### src/rtl/resv_pkg.sv
package resv_pkg;

    typedef enum logic [1:0] {
        WR_NONE  = 2'd0,
        WR_PLAIN = 2'd1,
        WR_COND  = 2'd2
    } wr_kind_e;

endpackage

### src/rtl/resv_match.sv
// Per-slot comparison of a query against the reservation table.
module resv_match #(
    parameter int ENTRIES = 4,
    parameter int TAG_W   = 13,
    parameter int CTX_W   = 2
) (
    input  logic [ENTRIES-1:0]            vld,
    input  logic [ENTRIES-1:0][TAG_W-1:0] tags,
    input  logic [ENTRIES-1:0][CTX_W-1:0] ctxs,
    input  logic [TAG_W-1:0]              q_tag,
    input  logic [CTX_W-1:0]              q_ctx,
    output logic [ENTRIES-1:0]            tag_hit,
    output logic [ENTRIES-1:0]            ctx_hit
);
    for (genvar i = 0; i < ENTRIES; i++) begin : g_slot
        assign tag_hit[i] = vld[i] && (tags[i] == q_tag);
        assign ctx_hit[i] = vld[i] && (ctxs[i] == q_ctx);
    end
endmodule

### src/rtl/resv_update.sv
// Compacts surviving entries (slot 0 = newest) and applies a load-linked.
module resv_update #(
    parameter int ENTRIES = 4,
    parameter int TAG_W   = 13,
    parameter int CTX_W   = 2
) (
    input  logic [ENTRIES-1:0]            vld_in,
    input  logic [ENTRIES-1:0][TAG_W-1:0] tags_in,
    input  logic [ENTRIES-1:0][CTX_W-1:0] ctxs_in,
    input  logic                          ll_en,
    input  logic [TAG_W-1:0]              ll_tag,
    input  logic [CTX_W-1:0]              ll_ctx,
    output logic [ENTRIES-1:0]            vld_out,
    output logic [ENTRIES-1:0][TAG_W-1:0] tags_out,
    output logic [ENTRIES-1:0][CTX_W-1:0] ctxs_out
);
    logic [ENTRIES-1:0]            cv;
    logic [ENTRIES-1:0][TAG_W-1:0] ct;
    logic [ENTRIES-1:0][CTX_W-1:0] cc;
    logic                          own_hit;

    // Pack valid entries toward slot 0 while keeping their age order.
    always_comb begin
        int unsigned pre;
        cv = '0;
        ct = '0;
        cc = '0;
        pre = 0;
        for (int j = 0; j < ENTRIES; j++) begin
            for (int k = 0; k < ENTRIES; k++) begin
                if (vld_in[j] && pre == k) begin
                    cv[k] = 1'b1;
                    ct[k] = tags_in[j];
                    cc[k] = ctxs_in[j];
                end
            end
            if (vld_in[j]) pre = pre + 1;
        end
    end

    always_comb begin
        own_hit  = 1'b0;
        vld_out  = cv;
        tags_out = ct;
        ctxs_out = cc;
        if (ll_en) begin
            for (int k = 0; k < ENTRIES; k++) begin
                if (cv[k] && cc[k] == ll_ctx) begin
                    own_hit     = 1'b1;
                    tags_out[k] = ll_tag;
                end
            end
            if (!own_hit) begin
                vld_out[0]  = 1'b1;
                tags_out[0] = ll_tag;
                ctxs_out[0] = ll_ctx;
                for (int k = 1; k < ENTRIES; k++) begin
                    vld_out[k]  = cv[k-1];
                    tags_out[k] = ct[k-1];
                    ctxs_out[k] = cc[k-1];
                end
            end
        end
    end
endmodule

### src/rtl/resv_monitor.sv
module resv_monitor #(
    parameter int NUM_CTX  = 4,
    parameter int ENTRIES  = 4,
    parameter int ADDR_W   = 16,
    parameter int GRAN_LSB = 3,
    localparam int CTX_W   = (NUM_CTX > 1) ? $clog2(NUM_CTX) : 1
) (
    input  logic               clk,
    input  logic               rst,
    input  logic               ll_valid,
    input  logic [CTX_W-1:0]   ll_ctx,
    input  logic [ADDR_W-1:0]  ll_addr,
    input  logic               wr_valid,
    input  logic [CTX_W-1:0]   wr_ctx,
    input  logic [ADDR_W-1:0]  wr_addr,
    input  logic               wr_cond,
    output logic               wr_done,
    output logic               wr_ok,
    output logic               sc_pass,
    output logic [NUM_CTX-1:0] clr_excl
);
    import resv_pkg::*;

    localparam int TAG_W = ADDR_W - GRAN_LSB;

    typedef struct packed {
        logic [ENTRIES-1:0]            vld;
        logic [ENTRIES-1:0][TAG_W-1:0] tag;
        logic [ENTRIES-1:0][CTX_W-1:0] ctx;
        logic                          done;
        logic                          ok;
        logic                          sc;
        logic [NUM_CTX-1:0]            clr;
    } state_t;

    state_t st_d, st_q;

    logic [TAG_W-1:0]              wr_tag, ll_tag;
    logic [ENTRIES-1:0]            tag_hit, ctx_hit, erase, kept;
    logic [ENTRIES-1:0]            upd_vld;
    logic [ENTRIES-1:0][TAG_W-1:0] upd_tag;
    logic [ENTRIES-1:0][CTX_W-1:0] upd_ctx;
    wr_kind_e                      kind;
    logic                          sc_hit, allow;

    assign wr_tag = wr_addr[ADDR_W-1:GRAN_LSB];
    assign ll_tag = ll_addr[ADDR_W-1:GRAN_LSB];

    resv_match #(.ENTRIES(ENTRIES), .TAG_W(TAG_W), .CTX_W(CTX_W)) i_match (
        .vld     (st_q.vld),
        .tags    (st_q.tag),
        .ctxs    (st_q.ctx),
        .q_tag   (wr_tag),
        .q_ctx   (wr_ctx),
        .tag_hit (tag_hit),
        .ctx_hit (ctx_hit)
    );

    always_comb begin
        if (!wr_valid)    kind = WR_NONE;
        else if (wr_cond) kind = WR_COND;
        else              kind = WR_PLAIN;
        sc_hit = |(tag_hit & ctx_hit);
        allow  = (kind == WR_PLAIN) || (kind == WR_COND && sc_hit);
        erase  = allow ? tag_hit : '0;
        kept   = st_q.vld & ~erase;
    end

    resv_update #(.ENTRIES(ENTRIES), .TAG_W(TAG_W), .CTX_W(CTX_W)) i_update (
        .vld_in   (kept),
        .tags_in  (st_q.tag),
        .ctxs_in  (st_q.ctx),
        .ll_en    (ll_valid),
        .ll_tag   (ll_tag),
        .ll_ctx   (ll_ctx),
        .vld_out  (upd_vld),
        .tags_out (upd_tag),
        .ctxs_out (upd_ctx)
    );

    always_comb begin
        st_d      = st_q;
        st_d.vld  = upd_vld;
        st_d.tag  = upd_tag;
        st_d.ctx  = upd_ctx;
        st_d.done = (kind != WR_NONE);
        st_d.ok   = allow;
        st_d.sc   = (kind == WR_COND) && sc_hit;
        st_d.clr  = '0;
        for (int c = 0; c < NUM_CTX; c++) begin
            for (int i = 0; i < ENTRIES; i++) begin
                if (erase[i] && st_q.ctx[i] == CTX_W'(c) && wr_ctx != CTX_W'(c))
                    st_d.clr[c] = 1'b1;
            end
        end
    end

    always_ff @(posedge clk) begin
        if (rst) st_q <= '0;
        else     st_q <= st_d;
    end

    assign wr_done  = st_q.done;
    assign wr_ok    = st_q.ok;
    assign sc_pass  = st_q.sc;
    assign clr_excl = st_q.clr;
endmodule

### config.mk
export PLATFORM = sky130hd
export DESIGN_NAME = resv_monitor
export DESIGN_NICKNAME = d
export VERILOG_FILES = /design/src/rtl/resv_pkg.sv /design/src/rtl/resv_match.sv /design/src/rtl/resv_update.sv /design/src/rtl/resv_monitor.sv
export SDC_FILE = /design/constraint.sdc
export NUM_CORES = 1
export LEC_CHECK = 0
export ABC_AREA = 1
export CAP_MARGIN = 30
export CORE_MARGIN = 4
export CORE_UTILIZATION = 25
export CTS_CLUSTER_DIAMETER = 60
export CTS_CLUSTER_SIZE = 25
export DETAILED_ROUTE_END_ITERATION = 12
export PLACE_DENSITY_LB_ADDON = 0.05
export SLEW_MARGIN = 20
export SYNTH_ARGS = -nofsm -noshare
export SYNTH_HDL_FRONTEND = slang
export SYNTH_SLANG_ARGS = --single-unit
### constraint.sdc
create_clock -name clk -period 7.2 [get_ports clk]
set_clock_uncertainty 0.2 [all_clocks]
set_input_delay 2.16 -clock clk [delete_from_list [all_inputs] [get_ports clk]]
set_output_delay 2.16 -clock clk [all_outputs]
set_load 0.02 [all_outputs]
==> key figures, run 1 <==
Outcome
  • Status: completed

Route
  • Avg WL per Cell: 18.49 um
  • Post-route DRC: 0
  • Drt first-iter violations: 598
  • Post-DR vias/cell: 4.826
  • DRT antenna net count: 0
  • Routed via count: 6882
  • Routed Wire Length: 26370 um
  • Pre-Repair DR Iteration Count: 5

Die
  • I/O pin count: 48
  • Die span in y: around 160 um
  • Die area: 0.02706 mm^2
  • Cell row count: 57
  • Starting density of the core: about a quarter
  • Core Footprint: around 0.024 mm^2
  • Die width: ~160 um

Synthesis
  • Ys flop type: sky130_fd_sc_hd__dfxtp_1
  • Number of flops mapped to enable cells by yosys: 0
  • Number of nets in the synthesized netlist: 1122
  • Netlist area before placement: 0.006122 mm^2
  • Share of the yosys chip area belonging to registers: 23.22%
  • Synthesis Warnings: 0
  • Synth Area per Inst: 5.695 um^2
  • Cells after Synth: 1075
  • Post-synth cell types: 39
  • Total of flip-flops plus latches after synthesis: 71
  • Async set or reset register ratio after synthesis: 0%

Clock tree
  • Clock sink total: 71
  • Clock root buffer master: sky130_fd_sc_hd__clkbuf_16
  • TritonCTS clock tree: done
  • Insertion delay of the later-clocked pin in the worst-skew pair: around 0.35 ns
  • Maximum buffer depth of the clock tree: 2
  • Count of H-tree levels built during CTS: 3
  • Inserted Clock Buffers: 9
  • CTS clk-pin slew, worst paths: 0.07 ns

Finish
  • Register area: about 0.0014 mm^2
  • Most common cell after layout, fill and taps aside: sky130_fd_sc_hd__nand2_1
  • Multi-input logic area: 0.004001 mm^2
  • Area added between synthesis and finish: 17.47%
  • Most frequent cells in the layout: 285 x sky130_fd_sc_hd__nand2_1, 159 x sky130_fd_sc_hd__nor2_1, 102 x sky130_fd_sc_hd__inv_1
  • Number of antenna repair diodes: 0
  • Total of fill cells in the finished design: 2738
  • Area of all placed cells without fillers: 0.007192 mm^2
  • Net count of the finished layout: 1145
  • Fraction of final layout cells sized beyond drive strength 1: 8.711%

Global routing
  • Largest net degree at the start of global routing: 48
  • Global-route wire length before repair: 39830 um
  • Number of antenna violations at the first check in global routing: 0
  • Via count of the first global-routing pass: 6269
  • Remaining global-route overflow: 0
  • GR Util All Layers: approximately a fifth

Placed design
  • GPL Wtd Cong: between 0.8 and 0.9
  • Half-perimeter wire length after placement: 20760 um
  • Input/output buffers: 41
  • Place WS: 0.1678 ns
  • Area of placed instances: 0.006909 mm^2

Timing
  • Final-report max-slew violation count: 0
  • Min Tclk post-route: 6.615 ns
  • Period utilization: between 90% and 100%
  • Setup repair after global routing missed its margin: false
  • Min setup slack post-route: 0.5852 ns
  • Worst Max-Slew Pin Slew: 0.9274 ns
  • Number of hold violations in the final report: 0
  • Final Setup Violations: 0
  • Headroom to the max-slew limit: roughly 38%
  • Final-layout setup total negative slack: 0 ns
  • Max Clock Freq: 0.1512 GHz

Critical path
  • Maximum net fanout on the critical path: 26
  • Setup CP Type: in2reg
  • Signal arrival time at the worst endpoint: 6.64 ns
  • Category of the worst setup path launch point: primary input
  • Required time at the worst-slack endpoint: between 7 and 8 ns
  • Critical Path End Type: flop

Flow run
  • Max-Cap Viols: 0

Power
  • Maximum resistive drop on vdd: 88.26 uV
  • PwrDens: 222.9 mW/mm^2
  • Leakage Power: approximately 3.1 nW

Worst hold path
  • Min-delay worst type: reg2reg
## final cells by class
cell class,instances,area share (%)
timing repair buffer,67,8.768
sequential,71,19.76
tap,324,5.637
clock buffer,11,3.236
inverter,120,6.298
multi-input combinational,829,55.64
clock inverter,4,0.6611
## metal layers
layer / track usage (%) / part of all wire [%] / up-vias / wire length [um]
met3: 2.546 / 5.4 / 19 / 1437
met1: 32.08 / 55 / 3102 / 14430
met5: 0 / 0 / - / 0
met2: 25.51 / 38 / 210 / 10010
met4: 5.028 / 1.8 / 0 / 487
li1: - / - / 3551 / -
## kinds of logic after synthesis
kind of cell	Yosys count	share of synthesized area [%]
AOI/OAI and AO/OA	203	19.11
xor gates and xnor gates	5	0.7153
adders and majority gates	6	1.349
buffers and inverters	175	11.47
DFF	71	23.22
and+or+nand+nor	615	44.14
## flip-flops by register name (all words and copies together), names as in the netlist
signal,flops
st_q,64
sc_pass,1
clr_excl,4
wr_done,1
wr_ok,1
## synthesized netlist by cell type, drive strengths merged (17+ instances only)
master / instances / area (um^2)
a21oi: 33 / 165.2
buf: 26 / 140.1
clkbuf: 29 / 108.9
dfxtp: 71 / 1421
inv: 119 / 449.2
nand2: 294 / 1129
nand3: 102 / 560.5
nor2: 168 / 695.7
nor3: 19 / 95.09
o211ai: 40 / 300.3
o21ai: 102 / 510.5
o22ai: 17 / 106.4
## repair_timing
| action | 4_1_cts | 5_1_grt |
|---|---|---|
| buffers inserted | 0 | 0 |
| gates resized for setup | 0 | 1 |
| setup endpoints to repair | 0 | 2 |
| endpoints found under the hold margin | 0 | 0 |
| hold buffers | 0 | 0 |
## worst paths after layout
check	to	slack, ns	cells past startpoint	startpoint
setup / recovery	st_q[39]	0.59	27	wr_addr[13]
hold / removal	st_q[64]	0.44	4	st_q[51]
hold reg to reg	st_q[64]	0.44	4	st_q[51]
setup reg to reg	st_q[39]	2.49	26	st_q[60]
## worst max-delay path, stage by stage
cell	delay [ns]
sky130_fd_sc_hd__clkdlybuf4s50_1	0.63
sky130_fd_sc_hd__inv_2	0.09
sky130_fd_sc_hd__nand2_1	0.07
sky130_fd_sc_hd__nand2_1	0.10
sky130_fd_sc_hd__nor2_1	0.14
sky130_fd_sc_hd__nand2_1	0.06
sky130_fd_sc_hd__nor2_1	0.15
sky130_fd_sc_hd__nand3_1	0.09
sky130_fd_sc_hd__nand2_1	0.09
sky130_fd_sc_hd__nor2_2	0.05
sky130_fd_sc_hd__nand2_2	0.11
sky130_fd_sc_hd__nand2_1	0.08
sky130_fd_sc_hd__inv_1	0.08
sky130_fd_sc_hd__nand3_1	0.14
sky130_fd_sc_hd__nand2_1	0.16
sky130_fd_sc_hd__inv_1	0.12
sky130_fd_sc_hd__fa_1	0.54
sky130_fd_sc_hd__nand3_2	0.15
sky130_fd_sc_hd__nor2_8	0.20
sky130_fd_sc_hd__nand2_2	0.12
sky130_fd_sc_hd__buf_4	0.24
sky130_fd_sc_hd__o21ai_0	0.55
sky130_fd_sc_hd__nor2_1	0.11
sky130_fd_sc_hd__nor2_1	0.10
sky130_fd_sc_hd__nand2_1	0.10
sky130_fd_sc_hd__nand3_1	0.09
sky130_fd_sc_hd__a21oi_1	0.09
## where the power goes
group	internal, mW	switching, mW
Sequential	0.443	0.0654
Clock	0.266	0.196
Combinational	0.204	0.428
Total	0.914	0.689
## through the flow
stage,power (mW),cells,utilization (%),hold WS [ns]
after CTS,1.605,1426,29.74,0.4362
after global placement,1.147,1411,28.58,0.4226
after floorplan,0.9126,1075,-,0.3906
after global routing,1.707,1426,29.75,0.4856
final,1.603,1426,29.75,0.4378
after detailed placement,1.138,1411,28.58,0.4231
(Power assumes the default switching activity.)
==> run 2, diff against run 1 <==
--- a/config.mk
+++ b/config.mk
@@ -10,7 +10,6 @@
 export CORE_MARGIN = 4
 export CORE_UTILIZATION = 25
 export CTS_CLUSTER_DIAMETER = 60
-export CTS_CLUSTER_SIZE = 25
 export DETAILED_ROUTE_END_ITERATION = 12
 export PLACE_DENSITY_LB_ADDON = 0.05
 export SLEW_MARGIN = 20
==> results of run 2 <==
Same layout as run 1: the final DEF is identical, and so are final timing and power.
